**src/rtl/alloc_xfer_pkg.sv**
```systemverilog
package alloc_xfer_pkg;

    typedef enum logic [1:0] {
        MD_STAT = 2'b00,
        MD_UNIT = 2'b01,
        MD_SET  = 2'b10,
        MD_EXT  = 2'b11
    } lk_mode_e;

    typedef enum logic [2:0] {
        PH_IDLE,
        PH_WAIT,
        PH_ALLOC,
        PH_POLL,
        PH_SET,
        PH_SCF
    } phase_e;

    typedef enum logic [2:0] {
        XK_STAT,
        XK_POLL,
        XK_ALLOC,
        XK_SET,
        XK_SCF,
        XK_EXT
    } xkind_e;

endpackage

```
**src/rtl/xfer_link.sv**
```systemverilog
module xfer_link
    import alloc_xfer_pkg::*;
#(
    parameter int W = 16
) (
    input  logic           clk,
    input  logic           rst,
    input  logic           start_i,
    input  lk_mode_e       mode_i,
    input  logic [W-1:0]   wdata_i,
    input  logic           din_i,
    output logic           busy_o,
    output logic           done_o,
    output logic [W-1:0]   rdata_o,
    output logic           lk_en_o,
    output logic           lk_clk_o,
    output logic           lk_dout_o,
    output logic           lk_doe_o,
    output lk_mode_e       lk_mode_o
);
    localparam int CW = $clog2(2 * W);
    localparam logic [CW-1:0] LAST = CW'(2 * W - 1);

    typedef struct packed {
        logic          busy;
        logic [CW-1:0] cnt;
        lk_mode_e      mode;
        logic [W-1:0]  sh;
    } link_t;

    link_t d, q;

    // the word ends on the last odd (sampling) cycle
    assign done_o  = q.busy && (q.cnt == LAST);
    assign rdata_o = {q.sh[W-2:0], din_i};

    always_comb begin
        d = q;
        if (!q.busy) begin
            if (start_i) begin
                d.busy = 1'b1;
                d.cnt  = '0;
                d.mode = mode_i;
                d.sh   = wdata_i;
            end
        end else begin
            d.cnt = q.cnt + 1'b1;
            if (q.cnt[0]) begin
                d.sh = {q.sh[W-2:0], (q.mode == MD_STAT) ? din_i : 1'b0};
            end
            if (done_o) begin
                d.busy = 1'b0;
            end
        end
    end

    always_ff @(posedge clk) begin
        if (rst) begin
            q <= '{busy: 1'b0, cnt: '0, mode: MD_STAT, sh: '0};
        end else begin
            q <= d;
        end
    end

    assign busy_o    = q.busy;
    assign lk_en_o   = q.busy;
    assign lk_clk_o  = q.busy && q.cnt[0];
    assign lk_doe_o  = q.busy && (q.mode != MD_STAT);
    assign lk_dout_o = q.busy && (q.mode != MD_STAT) && q.sh[W-1];
    assign lk_mode_o = q.busy ? q.mode : MD_STAT;

endmodule

```
**src/rtl/ext_hold.sv**
```systemverilog
module ext_hold #(
    parameter int W = 16
) (
    input  logic         clk,
    input  logic         rst,
    input  logic         valid_i,
    input  logic [W-1:0] word_i,
    input  logic         take_i,
    output logic         rdy_o,
    output logic         pend_o,
    output logic [W-1:0] word_o
);
    typedef struct packed {
        logic         pend;
        logic [W-1:0] word;
    } hold_t;

    hold_t d, q;

    always_comb begin
        d = q;
        if (take_i) begin
            d.pend = 1'b0;
        end
        if (valid_i && !q.pend) begin
            d.pend = 1'b1;
            d.word = word_i;
        end
    end

    always_ff @(posedge clk) begin
        if (rst) begin
            q <= '0;
        end else begin
            q <= d;
        end
    end

    assign rdy_o  = !q.pend;
    assign pend_o = q.pend;
    assign word_o = q.word;

endmodule

```
**src/rtl/frame_seq.sv**
```systemverilog
module frame_seq
    import alloc_xfer_pkg::*;
#(
    parameter int W          = 16,
    parameter int NBANDS     = 32,
    parameter int ALLOC_BITS = 4,
    parameter int SCF_BITS   = 6,
    parameter int READY_BIT  = 0
) (
    input  logic                          clk,
    input  logic                          rst,
    input  logic                          fsync_i,
    input  logic                          decode_i,
    input  logic                          scf_off_i,
    input  logic                          alloc_valid_i,
    input  logic [NBANDS*ALLOC_BITS-1:0]  alloc_tbl_i,
    input  logic [W-1:0]                  set_word_i,
    input  logic [NBANDS*SCF_BITS-1:0]    scf_tbl_i,
    input  logic                          ext_pend_i,
    input  logic [W-1:0]                  ext_word_i,
    input  logic                          lk_busy_i,
    input  logic                          lk_done_i,
    input  logic [W-1:0]                  lk_rdata_i,
    output logic                          start_o,
    output lk_mode_e                      start_mode_o,
    output logic [W-1:0]                  wdata_o,
    output logic                          ext_take_o,
    output logic                          overrun_o,
    output logic [W-1:0]                  status_o
);
    localparam int AU = NBANDS * ALLOC_BITS / W;
    localparam int SU = NBANDS * SCF_BITS / W;
    localparam int AW = AU * W;
    localparam int SW = SU * W;
    localparam int IW = $clog2(((AU > SU) ? AU : SU) + 1);
    localparam logic [IW-1:0] A_LAST = IW'(AU - 1);
    localparam logic [IW-1:0] S_LAST = IW'(SU - 1);

    typedef struct packed {
        phase_e        phase;
        logic [IW-1:0] idx;
        logic          sreq;
        logic          live;
        xkind_e        kind;
        logic [AW-1:0] tbl;
        logic [W-1:0]  setw;
        logic [SW-1:0] scf;
        logic          scf_on;
        logic          ovr;
        logic [W-1:0]  stat;
    } seq_t;

    seq_t d, q;

    always_comb begin
        d            = q;
        start_o      = 1'b0;
        start_mode_o = MD_STAT;
        wdata_o      = '0;
        ext_take_o   = 1'b0;

        // a word finished on the link
        if (lk_done_i) begin
            if (q.kind == XK_STAT || q.kind == XK_POLL) begin
                d.stat = lk_rdata_i;
            end
            if (q.live) begin
                case (q.kind)
                    XK_POLL: begin
                        if (lk_rdata_i[READY_BIT]) d.phase = PH_ALLOC;
                    end
                    XK_ALLOC: begin
                        if (q.idx == A_LAST) begin
                            d.phase = PH_SET;
                            d.idx   = '0;
                        end else begin
                            d.phase = PH_POLL;
                            d.idx   = q.idx + 1'b1;
                        end
                    end
                    XK_SET: begin
                        d.phase = q.scf_on ? PH_SCF : PH_IDLE;
                        d.idx   = '0;
                    end
                    XK_SCF: begin
                        if (q.idx == S_LAST) d.phase = PH_IDLE;
                        else                 d.idx   = q.idx + 1'b1;
                    end
                    default: ;
                endcase
            end
        end

        // choose the next word while the link is free
        if (!lk_busy_i) begin
            if (q.sreq) begin
                start_o = 1'b1;
                d.sreq  = 1'b0;
                d.kind  = XK_STAT;
            end else if (ext_pend_i) begin
                start_o      = 1'b1;
                start_mode_o = MD_EXT;
                wdata_o      = ext_word_i;
                ext_take_o   = 1'b1;
                d.kind       = XK_EXT;
            end else begin
                case (q.phase)
                    PH_ALLOC: begin
                        start_o      = 1'b1;
                        start_mode_o = MD_UNIT;
                        wdata_o      = q.tbl[int'(q.idx) * W +: W];
                        d.kind       = XK_ALLOC;
                        d.live       = 1'b1;
                    end
                    PH_POLL: begin
                        start_o = 1'b1;
                        d.kind  = XK_POLL;
                        d.live  = 1'b1;
                    end
                    PH_SET: begin
                        start_o      = 1'b1;
                        start_mode_o = MD_SET;
                        wdata_o      = q.setw;
                        d.kind       = XK_SET;
                        d.live       = 1'b1;
                    end
                    PH_SCF: begin
                        start_o      = 1'b1;
                        start_mode_o = MD_UNIT;
                        wdata_o      = q.scf[int'(q.idx) * W +: W];
                        d.kind       = XK_SCF;
                        d.live       = 1'b1;
                    end
                    default: ;
                endcase
            end
        end

        // frame boundary overrides everything that belongs to the old frame
        if (fsync_i) begin
            d.sreq = 1'b1;
            d.live = 1'b0;
            d.idx  = '0;
            if (q.phase != PH_IDLE) d.ovr = 1'b1;
            d.phase = decode_i ? PH_IDLE : PH_WAIT;
        end else if (alloc_valid_i && q.phase == PH_WAIT) begin
            d.tbl    = alloc_tbl_i;
            d.setw   = set_word_i;
            d.scf    = scf_tbl_i;
            d.scf_on = !scf_off_i;
            d.phase  = PH_ALLOC;
            d.idx    = '0;
        end
    end

    always_ff @(posedge clk) begin
        if (rst) begin
            q <= '{phase: PH_IDLE, idx: '0, sreq: 1'b0, live: 1'b0, kind: XK_STAT,
                   tbl: '0, setw: '0, scf: '0, scf_on: 1'b0, ovr: 1'b0, stat: '0};
        end else begin
            q <= d;
        end
    end

    assign overrun_o = q.ovr;
    assign status_o  = q.stat;

endmodule

```
**src/rtl/alloc_xfer_seq.sv**
```systemverilog
module alloc_xfer_seq
    import alloc_xfer_pkg::*;
#(
    parameter  int UNIT_W     = 16,
    parameter  int NBANDS     = 32,
    parameter  int ALLOC_BITS = 4,
    parameter  int SCF_BITS   = 6,
    parameter  int READY_BIT  = 0,
    localparam int AW         = NBANDS * ALLOC_BITS,
    localparam int SW         = NBANDS * SCF_BITS
) (
    input  logic              clk,
    input  logic              rst,
    input  logic              fsync,
    input  logic              decode,
    input  logic              scf_off,
    input  logic              alloc_valid,
    input  logic [AW-1:0]     alloc_tbl,
    input  logic [UNIT_W-1:0] set_word,
    input  logic [SW-1:0]     scf_tbl,
    input  logic              ext_valid,
    input  logic [UNIT_W-1:0] ext_word,
    output logic              ext_rdy,
    input  logic              lk_din,
    output logic              lk_en,
    output logic              lk_clk,
    output logic [1:0]        lk_mode,
    output logic              lk_dout,
    output logic              lk_doe,
    output logic [UNIT_W-1:0] codec_status,
    output logic              overrun
);
    logic              start, busy, done, ext_take, ext_pend;
    lk_mode_e          start_mode, mode_out;
    logic [UNIT_W-1:0] wdata, rdata, ext_q;

    ext_hold #(.W(UNIT_W)) u_ext (
        .clk(clk), .rst(rst), .valid_i(ext_valid), .word_i(ext_word),
        .take_i(ext_take), .rdy_o(ext_rdy), .pend_o(ext_pend), .word_o(ext_q)
    );

    frame_seq #(
        .W(UNIT_W), .NBANDS(NBANDS), .ALLOC_BITS(ALLOC_BITS),
        .SCF_BITS(SCF_BITS), .READY_BIT(READY_BIT)
    ) u_seq (
        .clk(clk), .rst(rst), .fsync_i(fsync), .decode_i(decode),
        .scf_off_i(scf_off), .alloc_valid_i(alloc_valid), .alloc_tbl_i(alloc_tbl),
        .set_word_i(set_word), .scf_tbl_i(scf_tbl), .ext_pend_i(ext_pend),
        .ext_word_i(ext_q), .lk_busy_i(busy), .lk_done_i(done), .lk_rdata_i(rdata),
        .start_o(start), .start_mode_o(start_mode), .wdata_o(wdata),
        .ext_take_o(ext_take), .overrun_o(overrun), .status_o(codec_status)
    );

    xfer_link #(.W(UNIT_W)) u_link (
        .clk(clk), .rst(rst), .start_i(start), .mode_i(start_mode), .wdata_i(wdata),
        .din_i(lk_din), .busy_o(busy), .done_o(done), .rdata_o(rdata),
        .lk_en_o(lk_en), .lk_clk_o(lk_clk), .lk_dout_o(lk_dout),
        .lk_doe_o(lk_doe), .lk_mode_o(mode_out)
    );

    assign lk_mode = mode_out;

endmodule

```
**config.mk**
```make
export PLATFORM = sky130hd
export DESIGN_NAME = alloc_xfer_seq
export DESIGN_NICKNAME = d
export VERILOG_FILES = /design/src/rtl/alloc_xfer_pkg.sv /design/src/rtl/xfer_link.sv /design/src/rtl/ext_hold.sv /design/src/rtl/frame_seq.sv /design/src/rtl/alloc_xfer_seq.sv
export SDC_FILE = /design/constraint.sdc
export NUM_CORES = 1
export LEC_CHECK = 0
export BUFFER_PORTS_ARGS = -buffer_cell sky130_fd_sc_hd__buf_2
export CAP_MARGIN = 20
export CORE_MARGIN = 2
export CORE_UTILIZATION = 45
export DETAILED_ROUTE_END_ITERATION = 8
export PLACE_DENSITY = 0.68
export SYNTH_ARGS = -nofsm -noshare
export SYNTH_HDL_FRONTEND = slang
export SYNTH_SLANG_ARGS = --single-unit
export TNS_END_PERCENT = 30
```
**constraint.sdc**
```tcl
create_clock -name clk -period 2.1 [get_ports clk]
set_input_delay 0.42 -clock clk [delete_from_list [all_inputs] [get_ports clk]]
set_output_delay 0.42 -clock clk [all_outputs]
set_load 0.005 [all_outputs]
```
==> results of run 1 <==
[cells by family (layout without fill, tap and decap cells)]
logic type,Yosys count,in the layout,share of synthesized area
AND/OR/NAND/NOR,990,990,0.231
AO/OA/AOI/OAI,572,572,0.192
flip-flops,407,407,0.463
buffers and inverters,224,585,0.0575
multiplexers,51,51,0.0517
XOR/XNOR,5,5,0.00291
adder cells (fa/ha/maj),3,3,0.00213
[final cells by class]
type | instances | area share
inverters | 17 | 0.00291
repair buffers | 493 | 0.138
multi-input cells | 1621 | 0.393
well taps | 518 | 0.0296
clock inverters | 9 | 0.00594
flip-flops and latches | 407 | 0.373
clock buffers | 66 | 0.0577
[power groups by stage]
stage	Combinational (µW)	Sequential [µW]	Clock, µW
final	1350	8050	7620
after global routing	1470	8050	8010
after CTS	1330	8040	7720
after detailed placement	1310	8210	0
after global placement	1300	8210	0
after floorplan	648	8130	0
[metal layers]
| metal | wire [µm] | global-route usage | up-vias |
|---|---|---|---|
| met3 | 4730 | 0.0468 | 82 |
| met4 | 1370 | 0.0827 | 2 |
| met5 | 13 | 0 | - |
| met2 | 28900 | 0.480 | 664 |
| met1 | 27600 | 0.421 | 8254 |
| li1 | - | - | 8280 |
[flip-flops by register name, summed over array words and instances, names as in the netlist]
name             cells
u_link.q             8
u_seq.status_o      16
u_link.rdata_o      15
u_seq.overrun_o      1
u_ext.pend_o         1
u_seq.q            349
u_link.busy_o        1
u_ext.word_o        16
[synth_stat cells, types with 3 or more instances]
library cell,number,area [µm²]
a221oi_1,22,193
o221ai_1,12,105
nor3b_1,3,22.5
nand4_1,4,25.0
xnor2_1,4,35.0
a21oi_1,418,2090
nand2_1,829,3110
a2111oi_0,6,52.6
nand2b_1,3,18.8
or3_1,4,25.0
o211a_1,4,40.0
mux2i_1,19,190
and3_1,3,18.8
a221o_1,3,30.0
a22oi_1,18,135
mux4_2,32,721
o21ai_0,7,35.0
a311o_1,4,40.0
inv_1,17,63.8
a31oi_1,14,87.6
or3b_2,3,26.3
nand3_1,20,100
and4b_1,15,150
dfxtp_1,407,8150
or2_2,3,18.8
a2111oi_2,4,60.1
buf_4,17,128
buf_2,62,310
nor4_1,3,18.8
o2111ai_1,8,70.1
o32a_1,5,50.1
o41ai_2,3,48.8
clkbuf_1,123,462
o22ai_1,5,31.3
nand3b_1,5,37.5
nor2_1,48,180
and2_1,27,169
nor3_1,7,35.0
nor2b_1,5,31.3
a211oi_1,27,203
ha_1,3,37.5
[layout by cell type, fill, tap and decap left out, drive strengths merged, types with 18 or more instances in the layout]
cell    synthesis  final
nor2           48     48
a22oi          18     18
a211oi         27     27
buf            84    493
nand3          20     20
a21oi         418    418
mux2i          19     19
and2           27     27
a221oi         22     22
dfxtp         407    407
clkbuf        123     66
mux4           32     32
nand2         829    829
inv            17     19
[per-stage QoR]
stage / util / area (µm²)
2_1_floorplan: - / 17600
4_1_cts: 0.564 / 21800
3_3_place_gp: 0.525 / 20300
3_5_place_dp: 0.525 / 20300
5_1_grt: 0.567 / 21900
6_report: 0.567 / 21900
[worst paths after layout]
kind,from,endpoint,slack [ps],cells after the start
worst max register to register,u_seq.q[364]$_SDFFE_PP0P_,u_link.rdata_o[7]$_SDFFE_PP0P_,50,6
worst min-delay path,scf_off,u_seq.q[17]$_SDFFE_PP0P_,80,2
worst max-delay path,u_link.busy_o$_SDFF_PP0_,lk_dout,10,5
worst min register to register,u_seq.q[290]$_SDFFE_PP0P_,u_seq.q[290]$_SDFFE_PP0P_,450,2
[critical path, stage by stage (launching register included)]
cell and delay (ps):
dfxtp_4 350, buf_6 130, and2_4 150, or2_4 240
and2_1 130, buf_2 120
[what timing repair did]
action,in CTS,in global routing
cloned,0,0
pin swaps,4,3
setup endpoints to repair,13,20
buffers inserted,1,3
resized for setup,22,19
==> impl_metrics.csv, run 1 <==
group,metric,value,unit
pwr,p_seq_frac,0.473,
cells_and_area,area_growth,24.3,%
clock_network,path_clk_slew,60,ps
synthesis,synth_edf_count,0,
floorplanning,dieWidth,202,µm
route,wire_per_inst,20.0,µm
place,gp_congestion,0.946,
timing,max_slew_margin,0.582,
place,dp.cells,3052,
pwr,switching_share,0.236,
global_routing,grt-ovfl-total,0,
synthesis,syn-cell-area,17600,µm²
pwr,clkPwrFrac,0.448,
clock_network,cts_tree,"done",
timing,hold_ws,82.7,ps
synthesis,syn_inst,2252,
floorplanning,start_util,0.456,
place,portBuffers,383,
clock_network,htreeDepth,2,
timing,setup-tns-final,0,ps
cells_and_area,stdcell_count,3131,
status,status,"finished, final reports clean",
pwr,combPwrFrac,0.079,
global_routing,track_usage,0.300,
place,pre_cts_ws,-129,ps
setup_path,cp_data_arrival_time,1670,ps
synthesis,syn_area_per_cell,7.82,µm²
setup_path,cp-start-kind,"register",
clock_network,cts_made_buffers,42,
run,max_cap_viol_count,0,
route,viasPerCell,5.52,
route,vias,17282,
place,dp_hpwl,47200,µm
cells_and_area,fillers,3618,
cells_and_area,multi_input_area,8610,µm²
synthesis,ys_warn_count,0,
clock_network,cts.sinks,407,
timing,hold_viol,0,
pwr,p_sw,4020,µW
pwr,p_per_area,777,nW/µm²
timing,finClkSkew,19.0,ps
cells_and_area,fin_nets,2945,
global_routing,grt_pass1_wl,94800,µm
cells_and_area,seq_area,8160,µm²
floorplanning,core-area,38600,µm²
clock_network,insertion_delay,570,ps
clock_network,cts-hold-fix-buffers,0,
timing,drv_slew,0,
timing,rsz0062_at_grt,"true",
timing,max_freq,0.479,GHz
clock_network,cts.path.max_buffers,3,
global_routing,grt_pass1_vias,16397,
floorplanning,io_pins,384,
synthesis,yosysSeqAreaShare,0.463,
route,drt_wl_total,62700,µm
pwr,p_int,13000,µW
hold_path,hp-class,"in -> reg",
pwr,p_leak,0.00807,µW
clock_network,cts-root-buf,"clkbuf_16",
route,first_pass_iters,7,
pwr,power,17000,µW
timing,worst_slack,14.0,ps
timing,setup_viol_count_final,0,
floorplanning,rows,72,
synthesis,synth_flop_cell,"dfxtp_1",
global_routing,grt_max_degree,122,
timing,period_minus_slack,2090,ps
timing,worst_slew_pin_slew,627,ps
global_routing,grt_antenna_before_repair,1,
route,dr.first_iter.drc_count,1510,
setup_path,worstSetupPathType,"reg -> out",
floorplanning,die-area,40700,µm²
synthesis,syn_nets,2615,
floorplanning,die_y,202,µm
cells_and_area,drive_gt1_frac,0.244,
synthesis,async_reset_ff_frac,0,
synthesis,synth_cell_types,63,
pwr,ir_drop,0.505,mV
synthesis,synth-seq-cells,407,
setup_path,required,1680,ps
route,drc_errors,0,
route,ant_nets,0,
setup_path,cp-end-kind,"output port",
setup_path,path_max_fanout,8,
cells_and_area,antennaDiodeCount,0,
timing,finalCritPeriodShare,0.993,
(Power assumes the default switching activity.)
==> run 2: changes to the inputs <==
- CORE_UTILIZATION: 45 -> 55
- CTS_CLUSTER_DIAMETER: unset -> 150
- PLACE_DENSITY: 0.68 -> unset
- PLACE_DENSITY_LB_ADDON: unset -> 0.2
==> run 2 against run 1 <==
  * The flow now finishes with violations (negative setup slack)
  * Setup slack got worse by 26 ps
  * Clock power is 3.5% higher
  * Register-to-register slack got worse by 60 ps
  * Sequential share of layout area grew 0.16 points
  * Sequential power hardly changed
  * Count of clock-buffer cells in the layout fell by 4
  * Via count rose by 1.2%
  * Global-route usage increased by 4.2 points
  * Non-clock buffer count down 8
  * Critical endpoint is now u_link.rdata_o[12]$_SDFFE_PP0P_
  * Critical path depth rose by 3
  * Die area fell by 18%
  * Highest routed layer unchanged
  * Maximum frequency shrank 1.3%
==> impl_metrics.csv, run 2 (synthesis gave the netlist of run 1 again) <==
group,metric,value,unit
route,viasPerCell,5.81,
route,ant_nets,0,
pwr,p_sw,3960,µW
timing,period_minus_slack,2110,ps
setup_path,required,2560,ps
clock_network,cts-root-buf,"clkbuf_16",
place,portBuffers,383,
pwr,p_leak,0.00810,µW
timing,worst_slack,-12.4,ps
timing,setup_viol_count_final,2,
pwr,switching_share,0.230,
cells_and_area,area_growth,23.7,%
floorplanning,rows,65,
setup_path,slowest_stage,"dfxtp_1",
setup_path,cp-end-kind,"register",
hold_path,hp-class,"in -> reg",
setup_path,critical_path.max_stage_delay,410,ps
floorplanning,die-area,33500,µm²
global_routing,track_usage,0.342,
pwr,ir_drop,0.571,mV
pwr,p_seq_frac,0.466,
place,place_area,20200,µm²
setup_path,rrSetupSlack,-10,ps
clock_network,path_clk_slew,60,ps
setup_path,r2r-end,"u_link.rdata_o[12]$_SDFFE_PP0P_",
cells_and_area,top_register,"u_seq.q",
place,gp_congestion,0.938,
timing,max_slew_margin,0.479,
cells_and_area,final_common_cell,"nand2_1",
run,max_cap_viol_count,0,
timing,setup-tns-final,-15.5,ps
global_routing,grt-ovfl-total,0,
setup_path,path_buf_inv,3,
place,dp_hpwl,43200,µm
setup_path,worstSetupPathType,"reg -> reg",
floorplanning,dieWidth,183,µm
pwr,p_per_area,791,nW/µm²
global_routing,met1_usage,0.490,
timing,drv_slew,0,
global_routing,grt_pass1_vias,16106,
cells_and_area,drive_gt1_frac,0.241,
floorplanning,io_pins,384,
pwr,p_int,13300,µW
hold_path,whs_path_depth,2,
global_routing,grt_antenna_before_repair,2,
cells_and_area,fin_area,21800,µm²
setup_path,cp_data_arrival_time,2570,ps
global_routing,grt_pass1_wl,89100,µm
cells_and_area,fin_nets,2938,
route,vias,17490,
global_routing,grt_max_degree,152,
route,dr.first_iter.drc_count,1793,
timing,worst_slew_pin_slew,781,ps
cells_and_area,final_cell_mix,"nand2_1, a21oi_1, dfxtp_1",
setup_path,r2r_cells,8,
cells_and_area,largest_register_ff_count,349,
status,status,"finished, violations left",
timing,finalCritPeriodShare,1.01,
route,first_pass_iters,6,
clock_network,cts-hold-fix-buffers,0,
clock_network,cts.sinks,407,
floorplanning,die_y,183,µm
timing,rsz0062_at_grt,"true",
setup_path,cp-start-kind,"register",
timing,finClkSkew,13.2,ps
clock_network,htreeDepth,2,
setup_path,path_depth,8,
clock_network,cts_tree,"done",
setup_path,cp_top_family,"simple AND/OR/NAND/NOR gates",
clock_network,cts.path.max_buffers,3,
clock_network,insertion_delay,540,ps
global_routing,grtUsageMet2,0.528,
route,drt_wl_total,59400,µm
route,wire_per_inst,19.7,µm
hold_path,hp-start,"scf_off",
setup_path,reg2reg_from,"u_seq.q[364]$_SDFFE_PP0P_",
floorplanning,core-area,31600,µm²
route,drc_errors,0,
pwr,clkPwrFrac,0.457,
global_routing,use_met3,0.0492,
pwr,combPwrFrac,0.077,
setup_path,cpMostUsedCell,"buf_4",
hold_path,min_to,"u_seq.q[17]$_SDFFE_PP0P_",
setup_path,path_max_fanout,10,
setup_path,critical_path.cell_chain,"nand3b_1, buf_4, buf_4, a211oi_1, nor4_1, buf_4, nand4_1, a31oi_1",
timing,hold_viol,0,
pwr,power,17200,µW
timing,max_freq,0.473,GHz
clock_network,cts_made_buffers,43,
status,violations,"negative setup slack",
floorplanning,start_util,0.558,
global_routing,top_usage_layer,"met2",
-- run 2: changes by cell type in the layout (fill, tap and decap cells not counted), moves of 3 or more --
cell / previous run / this run
buf_12: 20 / 24
buf_6: 5 / 2
a211oi_2: 7 / 4
a211oi_1: 20 / 23
clkbuf_1: 13 / 9
buf_4: 85 / 75
dfxtp_2: 3 / 0
clkinv_2: 2 / 11
dfxtp_1: 402 / 405
-- run 2: metal layers --
metal | vias to the layer above | wire length [µm]
li1 | 8267 | -
met1 | 8255 | 25500
met2 | 872 | 26800
met3 | 94 | 5280
met4 | 2 | 1860
met5 | - | 7
-- run 2: power by group through the flow --
| stage | logic (µW) | clock network, µW | registers [µW] |
|---|---|---|---|
| after global routing | 1430 | 8240 | 8050 |
| after CTS | 1300 | 7940 | 8030 |
| final | 1320 | 7890 | 8040 |
| after detailed placement | 1270 | 0 | 8200 |
| after global placement | 1260 | 0 | 8190 |
| after floorplan | 648 | 0 | 8130 |
-- run 2: final cells by class --
cell class              count  area (µm²)
well taps                 402         503
inverters                  17        63.8
diodes                      1        2.50
fillers                  2671        9770
multi-input cells        1621        8570
clock inverters            16         205
clock buffers              62        1270
repair buffers            485        3020
flip-flops and latches    407        8160
-- run 2: worst max path at each step --
stage / start / endpoint / slack (ps)
floorplan: u_link.q[18]$_SDFFE_PP0P_ / u_seq.status_o[10]$_SDFFE_PP0P_ / 170
global placement: u_seq.q[364]$_SDFFE_PP0P_ / u_link.rdata_o[5]$_SDFFE_PP0P_ / -70
global route: u_seq.q[365]$_SDFFE_PP0P_ / u_link.rdata_o[15]$_SDFFE_PP0P_ / -60
finish: u_seq.q[364]$_SDFFE_PP0P_ / u_link.rdata_o[12]$_SDFFE_PP0P_ / -10
CTS: u_seq.q[364]$_SDFFE_PP0P_ / u_link.rdata_o[5]$_SDFFE_PP0P_ / -30
detailed placement: u_seq.q[364]$_SDFFE_PP0P_ / u_link.rdata_o[14]$_SDFFE_PP0P_ / -110
-- run 2: timing repair --
| action | 4_1_cts | 5_1_grt |
|---|---|---|
| gates resized for setup | 17 | 13 |
| pin swaps | 0 | 4 |
| endpoints found under the setup margin | 10 | 14 |
| endpoints found under the hold margin | 0 | 0 |
| setup buffers | 3 | 0 |
-- run 2: metrics by stage --
step                std cells   util  worst slack (ps)  hold slack, ps
detailed placement       2929  0.639              -114             443
global placement         2929  0.639             -70.6             439
global route             3011  0.691             -59.2            71.3
floorplan                2252      -               169             432
CTS                      3010  0.688             -32.8            57.8
finish                   3011  0.691             -12.4            71.5
